==> src/rtl/stbuf_pkg.sv <==
package stbuf_pkg;

  typedef enum logic [1:0] {
    FILL_EMPTY = 2'd0,
    FILL_PART  = 2'd1,
    FILL_FULL  = 2'd2
  } fill_e;

  // Slot index of the entry 'off' places after 'base', in a ring of 'depth'.
  function automatic int unsigned ring_add(int unsigned base, int unsigned off,
                                           int unsigned depth);
    int unsigned s;
    s = base + off;
    if (s >= depth) s = s - depth;
    return s;
  endfunction

endpackage

==> src/rtl/stbuf_ctrl.sv <==
module stbuf_ctrl
  import stbuf_pkg::*;
#(
  parameter int DEPTH = 4,
  localparam int PW = (DEPTH > 1) ? $clog2(DEPTH) : 1,
  localparam int CW = $clog2(DEPTH + 1)
) (
  input  logic          clk,
  input  logic          rst_n,
  input  logic          enq_fire,
  input  logic          deq_fire,
  output logic [PW-1:0] head,
  output logic [PW-1:0] tail,
  output logic [CW-1:0] count,
  output fill_e         fill
);

  localparam logic [PW-1:0] LAST = PW'(DEPTH - 1);
  localparam logic [CW-1:0] FULL = CW'(DEPTH);

  function automatic logic [PW-1:0] bump(logic [PW-1:0] p);
    return (p == LAST) ? '0 : p + 1'b1;
  endfunction

  always_ff @(posedge clk) begin
    if (!rst_n) begin
      head  <= '0;
      tail  <= '0;
      count <= '0;
    end else begin
      if (deq_fire) head <= bump(head);
      if (enq_fire) tail <= bump(tail);
      case ({enq_fire, deq_fire})
        2'b10:   count <= count + 1'b1;
        2'b01:   count <= count - 1'b1;
        default: count <= count;
      endcase
    end
  end

  always_comb begin
    if (count == '0)        fill = FILL_EMPTY;
    else if (count == FULL) fill = FILL_FULL;
    else                    fill = FILL_PART;
  end

endmodule

==> src/rtl/stbuf_slots.sv <==
module stbuf_slots #(
  parameter int DEPTH = 4,
  parameter int AW = 32,
  parameter int DW = 32,
  localparam int PW = (DEPTH > 1) ? $clog2(DEPTH) : 1
) (
  input  logic          clk,
  input  logic          rst_n,
  input  logic          wr_en,
  input  logic [PW-1:0] wr_idx,
  input  logic [AW-1:0] wr_addr,
  input  logic [DW-1:0] wr_data,
  input  logic [PW-1:0] rd_idx,
  output logic [AW-1:0] rd_addr,
  output logic [DW-1:0] rd_data,
  output logic [AW-1:0] slot_addr [DEPTH],
  output logic [DW-1:0] slot_data [DEPTH]
);

  for (genvar i = 0; i < DEPTH; i++) begin : g_slot
    always_ff @(posedge clk) begin
      if (!rst_n) begin
        slot_addr[i] <= '0;
        slot_data[i] <= '0;
      end else if (wr_en && (wr_idx == PW'(i))) begin
        slot_addr[i] <= wr_addr;
        slot_data[i] <= wr_data;
      end
    end
  end

  assign rd_addr = slot_addr[rd_idx];
  assign rd_data = slot_data[rd_idx];

endmodule

==> src/rtl/stbuf_search.sv <==
module stbuf_search
  import stbuf_pkg::*;
#(
  parameter int DEPTH = 4,
  parameter int AW = 32,
  parameter int DW = 32,
  localparam int PW = (DEPTH > 1) ? $clog2(DEPTH) : 1,
  localparam int CW = $clog2(DEPTH + 1)
) (
  input  logic [AW-1:0] slot_addr [DEPTH],
  input  logic [DW-1:0] slot_data [DEPTH],
  input  logic [PW-1:0] head,
  input  logic [CW-1:0] count,
  input  logic [AW-1:0] key,
  output logic          hit,
  output logic [DW-1:0] data
);

  // Match vector indexed by age: 0 is the oldest, DEPTH-1 the youngest possible.
  logic [DEPTH-1:0] age_hit;
  logic [DW-1:0]    age_data [DEPTH];

  for (genvar a = 0; a < DEPTH; a++) begin : g_age
    logic [PW-1:0] idx;
    always_comb begin
      idx         = PW'(ring_add(int'(head), a, DEPTH));
      age_hit[a]  = (CW'(a) < count) && (slot_addr[idx] == key);
      age_data[a] = slot_data[idx];
    end
  end

  // Later ages override earlier ones, so the youngest match wins.
  always_comb begin
    hit  = 1'b0;
    data = '0;
    for (int a = 0; a < DEPTH; a++) begin
      if (age_hit[a]) begin
        hit  = 1'b1;
        data = age_data[a];
      end
    end
  end

endmodule

==> src/rtl/stbuf_top.sv <==
module stbuf_top
  import stbuf_pkg::*;
#(
  parameter int DEPTH = 4,
  parameter int AW = 32,
  parameter int DW = 32
) (
  input  logic          clk,
  input  logic          rst_n,
  input  logic          enq_valid,
  output logic          enq_ready,
  input  logic [AW-1:0] enq_addr,
  input  logic [DW-1:0] enq_data,
  output logic          deq_valid,
  input  logic          deq_ready,
  output logic [AW-1:0] deq_addr,
  output logic [DW-1:0] deq_data,
  input  logic [AW-1:0] srch_addr,
  output logic          srch_hit,
  output logic [DW-1:0] srch_data
);

  localparam int PW = (DEPTH > 1) ? $clog2(DEPTH) : 1;
  localparam int CW = $clog2(DEPTH + 1);

  logic [PW-1:0] head, tail;
  logic [CW-1:0] count;
  fill_e         fill;
  logic          enq_fire, deq_fire;
  logic [AW-1:0] slot_addr [DEPTH];
  logic [DW-1:0] slot_data [DEPTH];

  assign deq_valid = (fill != FILL_EMPTY);
  assign enq_ready = (fill != FILL_FULL) || deq_ready;
  assign enq_fire  = enq_valid && enq_ready;
  assign deq_fire  = deq_valid && deq_ready;

  stbuf_ctrl #(.DEPTH(DEPTH)) u_ctrl (
    .clk      (clk),
    .rst_n    (rst_n),
    .enq_fire (enq_fire),
    .deq_fire (deq_fire),
    .head     (head),
    .tail     (tail),
    .count    (count),
    .fill     (fill)
  );

  stbuf_slots #(.DEPTH(DEPTH), .AW(AW), .DW(DW)) u_slots (
    .clk       (clk),
    .rst_n     (rst_n),
    .wr_en     (enq_fire),
    .wr_idx    (tail),
    .wr_addr   (enq_addr),
    .wr_data   (enq_data),
    .rd_idx    (head),
    .rd_addr   (deq_addr),
    .rd_data   (deq_data),
    .slot_addr (slot_addr),
    .slot_data (slot_data)
  );

  stbuf_search #(.DEPTH(DEPTH), .AW(AW), .DW(DW)) u_search (
    .slot_addr (slot_addr),
    .slot_data (slot_data),
    .head      (head),
    .count     (count),
    .key       (srch_addr),
    .hit       (srch_hit),
    .data      (srch_data)
  );

endmodule

==> config.mk <==
export PLATFORM = sky130hd
export DESIGN_NAME = stbuf_top
export DESIGN_NICKNAME = d
export VERILOG_FILES = /design/src/rtl/stbuf_pkg.sv /design/src/rtl/stbuf_ctrl.sv /design/src/rtl/stbuf_slots.sv /design/src/rtl/stbuf_search.sv /design/src/rtl/stbuf_top.sv
export SDC_FILE = /design/constraint.sdc
export NUM_CORES = 1
export LEC_CHECK = 0
export BUFFER_PORTS_ARGS = -buffer_cell sky130_fd_sc_hd__buf_4
export CAP_MARGIN = 20
export CORE_MARGIN = 2
export CORE_UTILIZATION = 55
export DETAILED_ROUTE_END_ITERATION = 10
export PLACE_DENSITY = 0.87
export SETUP_SLACK_MARGIN = 0.15
export SYNTH_ARGS = -nofsm -noshare
export SYNTH_HDL_FRONTEND = slang
export SYNTH_HIERARCHICAL = 1
export SYNTH_SLANG_ARGS = --single-unit
export TNS_END_PERCENT = 20
==> constraint.sdc <==
create_clock -name clk -period 3.01 [get_ports clk]
set_clock_uncertainty 0.2 [all_clocks]
set_input_delay 0.1505 -clock clk [delete_from_list [all_inputs] [get_ports clk]]
set_output_delay 0.1505 -clock clk [all_outputs]
set_load 0.02 [all_outputs]
==> results of run 1 <==
[power groups by stage]
| stage | clock network, mW | registers, mW | logic (mW) |
|---|---|---|---|
| detailed placement | 0 | 4.00 | 5.20 |
| CTS | 3.63 | 3.89 | 5.80 |
| finish | 3.67 | 3.92 | 6.11 |
| global route | 3.79 | 3.93 | 6.33 |
| global placement | 0 | 3.97 | 5.09 |
| floorplan | 0 | 3.90 | 3.59 |
[timing repair]
item / CTS / global route
gates resized for setup: 102 / 58
hold buffers: 67 / 0
setup buffers: 28 / 8
setup endpoints to repair: 65 / 66
pin swaps: 23 / 14
endpoints found under the hold margin: 262 / 0
gates cloned: 6 / 1
[final timing paths]
check / slack (ns) / cells past startpoint / startpoint / end
worst max-delay path: -1.40 / 15 / u_ctrl/head[1] / srch_data[2]
worst min-delay path: 0.22 / 4 / enq_data[20] / u_slots/slot_data[52]
worst max register to register: 0.21 / 8 / u_ctrl/count[1] / u_slots/slot_addr[85]
worst min register to register: 0.30 / 2 / u_slots/slot_data[124] / u_slots/slot_data[124]
[cells by family after synthesis]
logic type / share of synthesized area (%)
adder cells (fa/ha/maj): 0.288
flip-flops: 26.3
multiplexers: 39.5
XOR/XNOR: 5.47
AO/OA/AOI/OAI: 8.02
buffers and inverters: 6.52
AND/OR/NAND/NOR: 13.9
[area by class of cell]
type / count / area share (%)
Sequential cell: 263 / 19.8
Clock buffer: 43 / 3.19
Tap cell: 461 / 2.17
Timing Repair Buffer: 626 / 21.2
Inverter: 11 / 0.160
Clock inverter: 11 / 0.405
Multi-Input combinational cell: 1611 / 53.0
[sequential cells by signal (all words and copies together) (netlist names)]
register / flops
u_ctrl/tail: 2
u_ctrl/head: 2
u_slots/slot_data: 128
u_ctrl/count: 3
u_slots/slot_addr: 128
[cells in the final DEF (no fill, tap or decap), types with 42 or more instances in the layout]
| master | n |
|---|---|
| dlygate4sd3_1 | 67 |
| nor2_1 | 134 |
| xnor2_1 | 90 |
| mux4_2 | 124 |
| buf_4 | 483 |
| mux2_2 | 42 |
| dfxtp_1 | 261 |
| nand3_1 | 43 |
| nand2_1 | 344 |
| o21ai_0 | 51 |
| mux2i_1 | 425 |
[metal layers]
metal,GRT usage (%),part of all wire [%],vias up
li1,-,-,8536
met1,50.3,37,9718
met2,59.7,44,1673
met3,7.44,12,410
met4,18.7,5.9,0
met5,0,0,-
[critical path, stage by stage (launching register included)]
cell and delay, ns:
dfxtp_4 0.41, buf_12 0.18, buf_4 0.24, mux2i_2 0.44
o22ai_1 0.17, nor2_1 0.15, o21ai_0 0.17, nor4_4 0.25
buf_4 0.19, buf_4 0.11, buf_8 0.13, nand3b_1 0.15
nor3_2 0.31, o32ai_2 0.16, o211ai_1 0.21, buf_4 0.18
[per-stage QoR]
step                      total power, mW  instance area (sq um)  cells
final                                13.7                  26600   3026
after global placement               9.07                  23700   2862
after floorplan                      7.50                  20200   2086
after global routing                 14.1                  26600   3026
after CTS                            13.3                  26200   3017
after detailed placement             9.20                  23700   2862
==> results.md, run 1 <==
* Number of synthesis warnings at 6
* Via density at approximately 6.7
* Die Outline Area at roughly 0.038 sq mm
* Overall track demand over capacity in global routing at between 30% and 40%
* Status: complete, but fails checks
* Instance count of the mapped netlist at around 2100
* Total I/O pin count at 199
* Detailed Routing Iterations Pass 1 at 7
* Worst hold margin at between 0.2 and 0.25 ns
* Netlist cell types at 78
* Post-synth EDFFs at 0
* Top-count cell post-synth: mux2i_1
* Total clock sinks at 263
* Portion of total power attributed to sequential cells at 28.6%
* Total inserted antenna cells at 0
* Primary FF master, synth: dfxtp_1
* Count of H-tree levels built during CTS at 1
* RD Place Congestion at about 1.0
* Total wire length at 76000 microns
* CP Data Required Time at 2.66 ns
* RSZ-0062 raised after global routing: true
* Maximum capacitance violations at 0
* Clock tree from TritonCTS: yes
* Clock buffers created by TritonCTS at 29
* Slew Limit Fails at 0
* Cell-internal power at 8.63 mW
* Switching power summed over all nets at ~5.1 mW
* Arr. time, crit path at 4.06 ns
* Kind of start point of the critical path: register
* Number of filler cells placed in the layout at 2171
* Worst Path Max Fanout at 16
* Wire per inst at 25.1 microns
* Sequential area share after synthesis at between 20% and 30%
* Final critical path time including I/O delays and setup at 4.41 ns
* Clock latency on the worst-skew pair at 0.60 ns
* Vertical extent of the die at 195 microns
* HPWL after detailed placement at 49300 microns
* Leading post-synthesis cells by cell area: dfxtp_1 (26%), mux2i_1 (22%), mux4_2 (14%)
* Port Buffers at between 150 and 200
* Combinational power share at 44.6%
* Final Hold Vio Count at 0
* Synth Cell Area at 0.0200 sq mm
* Final critical-path setup slack at -1.40 ns
* Number of antenna violations at the first check in global routing at 0
* Slew @ Worst Pin at 0.926 ns
* Global-route wire length before repair at 114000 microns
* Core ar. at about 0.036 sq mm
* Die W at 195 microns
* Post-Route Utilization at 74.6%
* Area taken by multi-input logic gates at approximately 0.014 sq mm
* CP Class: reg -> out
* Static leakage at about 11 nW
* DP Worst Slack at -0.951 ns
* Vias in the first global route at 19900
* Final setup violation count at 43
* Setup total negative slack at -45.59 ns
* Fraction of synthesized cell area taken by the top area cell type at 26.3%
* Cell taking the most area after synthesis: dfxtp_1
* Synth top cells by count: mux2i_1 (440), nand2_1 (348), dfxtp_1 (263)
* CP Capture Type: output port
* Sw Ratio at 36.9%
* Share of synthesized flip-flops with an asynchronous set or reset at 0%
* Max-slew headroom at 38.2%
* Placement Rows at 69
* Gr ovfl total at 0
* Average cell area after synthesis at 9.59 sq um
* Syn-to-layout area delta at 33.0%
* Initial Utilization at between 50 and 60%
* Path category of the worst min-delay check: in -> reg
* Failing checks: setup timing
* Post-Syn Nets at 2190
* Largest net degree at the start of global routing at 97
* Fraction of power consumed by the clock network at 26.8%
* Worst supply voltage drop on vdd at 0.000554 V
* Clock input transition at the sequential cells of the worst setup and hold paths at 0.07 ns
* Vias after detailed routing at just over 20000
* Final worst path period share at 147%
* Highest Clock Rate at ~230 MHz
* Synth Register Bits at 263
* Remaining antenna violation count after routing at 0
* Clk Tree Root Cell: clkbuf_16
* Sequential Area at ~0.0053 sq mm
* Number of nets in the layout at between 2000 and 3000
* Fraction of layout instances using a drive strength above 1 at 34.7%
* Total DRC errors in the routed layout at 0
* Maximum count of clock buffers along a single path at 3
* First DRT Iteration DRCs at between 3000 and 4000
* Power per standard cell area at approximately 500 mW/mm^2
(Power assumes the default switching activity.)
==> run 2: changes to the inputs <==
SETUP_SLACK_MARGIN = 0.2   (was 0.15)
==> results.md, run 2 (synthesis gave the netlist of run 1 again) <==
* CP Capture Type: output port
* RSZ-0062 raised after global routing: true
* Port Buffers at 198 (unchanged)
* Vertical extent of the die at 195 microns (unchanged)
* Fraction of layout instances using a drive strength above 1 at 34.8% (+0.036 points)
* Kind of start point of the critical path: register
* Arr. time, crit path at 4.10 ns (+0.04 ns)
* Clock input transition at the sequential cells of the worst setup and hold paths at 0.06 ns (about the same)
* Total wire length at 76600 microns (+0.79%)
* Power per standard cell area at 514 mW/mm^2 (about the same)
* Most common library cell in the layout ignoring fill and taps: buf_4
* Worst supply voltage drop on vdd at 0.000546 V (-1.6%)
* FF-to-FF path depth at 11 (+3)
* Maximum count of clock buffers along a single path at 3 (unchanged)
* Clock tree from TritonCTS: yes
* Largest net degree at the start of global routing at 97 (unchanged)
* Slew Limit Fails at 0 (unchanged)
* Overall track demand over capacity in global routing at 38.0% (about the same)
* CP Class: reg -> out
* Tot Pwr at 13.7 mW (+0.17%)
* Final critical path time including I/O delays and setup at 4.45 ns (+0.0418 ns)
* Maximum capacitance violations at 0 (unchanged)
* Final worst path period share at 148% (+1.4 points)
* Max-slew headroom at 28.0% (-10 points)
* Worst Path Max Fanout at 12 (-4)
* Global-route wire length before repair at 114000 microns (-0.16%)
* Via density at 6.77 (+0.78%)
* Count of H-tree levels built during CTS at 1 (unchanged)
* Static leakage at 11.1 nW (+0.25%)
* Status: complete, but fails checks
* Final Hold Vio Count at 0 (unchanged)
* Failing checks: setup timing
* Setup total negative slack at -50.01 ns (-4.42 ns)
* Clock latency on the worst-skew pair at 0.60 ns (about the same)
* Die W at 195 microns (unchanged)
* First DRT Iteration DRCs at 3651 (+17%)
* Number of nets in the layout at 2652 (+0.23%)
* Vias in the first global route at 19900 (+0.015%)
* Detailed Routing Iterations Pass 1 at 6 (-1)
* Final setup violation count at 43 (unchanged)
* Wire per inst at 25.3 microns (+0.59%)
* Syn-to-layout area delta at 33.3%
* Total I/O pin count at 199 (unchanged)
* Die Outline Area at 0.0379 sq mm (unchanged)
* Highest Clock Rate at 225 MHz (-0.94%)
* Number of antenna violations at the first check in global routing at 0 (unchanged)
* Core ar. at 0.0357 sq mm (unchanged)
* Hold depth at 4 (unchanged)
* Vias after detailed routing at 20500 (+0.98%)
* Number of filler cells placed in the layout at 2148 (-1.1%)
* Total clock sinks at 263 (unchanged)
* Placement Rows at 69 (unchanged)
* Total inserted antenna cells at 0 (unchanged)
* Remaining antenna violation count after routing at 0 (unchanged)
* Most used cells in the layout excluding fill and tap cells: buf_4 (487), mux2i_1 (424), nand2_1 (347)
* RD Place Congestion at 1.01 (unchanged)
* Clock buffers created by TritonCTS at 29 (unchanged)
* Slew @ Worst Pin at 1.08 ns (+0.154 ns)
* Final critical-path setup slack at -1.44 ns (-0.0418 ns)
* Worst hold margin at 0.229 ns (+0.00512 ns)
* Total DRC errors in the routed layout at 0 (unchanged)
* CP Data Required Time at 2.66 ns (about the same)
* Initial Utilization at 56.1% (unchanged)
* Clk Tree Root Cell: clkbuf_16
* Largest registers: u_slots/slot_addr (128), u_slots/slot_data (128), u_ctrl/count (3)
* Path category of the worst min-delay check: in -> reg
* Gr ovfl total at 0 (unchanged)
* HPWL after detailed placement at 49300 microns (unchanged)
==> run 2: cell types whose count changed in the layout (fill, tap and decap cells not counted), sizes merged <==
cell	change
buf	+6
==> run 2: worst max-delay path: stages, from the launching register on <==
cell and delay [ns]:
dfxtp_4 0.41, buf_12 0.15, buf_4 0.15, buf_4 0.16, mux4_2 0.34, xnor2_2 0.30, nand4_1 0.27, nor4_4 0.26
buf_4 0.18, nand4_4 0.12, nor2_4 0.15, buf_12 0.14, buf_12 0.12, buf_16 0.12, nor3_2 0.05, o32ai_1 0.23
o211ai_1 0.15, buf_4 0.19
==> run 2: layout make-up <==
type,count,area (sq um),share of cell area (%)
clock inverters,11,108,0.404
repair buffers,632,5680,21.3
flip-flops and latches,263,5270,19.8
clock buffers,43,850,3.19
well taps,461,577,2.16
inverters,11,42.5,0.160
multi-input cells,1611,14100,53.0
==> run 2: final timing paths <==
path | from | endpoint | slack [ns]
worst min-delay path | enq_data[20] | u_slots/slot_data[52] | 0.23
worst max register to register | u_ctrl/count[1] | u_ctrl/count[2] | 0.23
worst max-delay path | u_ctrl/head[1] | srch_data[15] | -1.44
worst min register to register | u_slots/slot_data[121] | u_slots/slot_data[121] | 0.29
==> run 2: stage by stage <==
stage,cells,cell area (sq um),util [%],setup WS [ns]
after floorplan,2086,20200,-,-0.249
after global placement,2862,23700,66.5,-0.892
after detailed placement,2862,23700,66.5,-0.951
after CTS,3017,26300,73.6,-1.19
after global routing,3032,26700,74.8,-1.65
final,3032,26700,74.8,-1.44
==> run 2: what timing repair did <==
action                                 CTS  global route
endpoints found under the hold margin  262             0
setup buffers                           28            13
gates cloned                             6             2
hold buffers                            67             0
gates resized for setup                103            58
setup endpoints to repair               65            69
pin swaps                               23            15
==> run 2: metal layers <==
layer	track usage, %	wire length, microns	vias up
li1	-	-	8560
met1	50.5	28500	9800
met2	59.9	34200	1756
met3	6.77	9590	421
met4	18.3	4410	0
met5	0	0	-
==> run 2: report_power, final <==
group | internal (mW) | leakage (nW) | switching, mW
clock | 2.05 | 0.468 | 1.62
combinational | 2.91 | 8.47 | 3.21
sequential | 3.68 | 2.14 | 0.242
total | 8.64 | 11.1 | 5.07
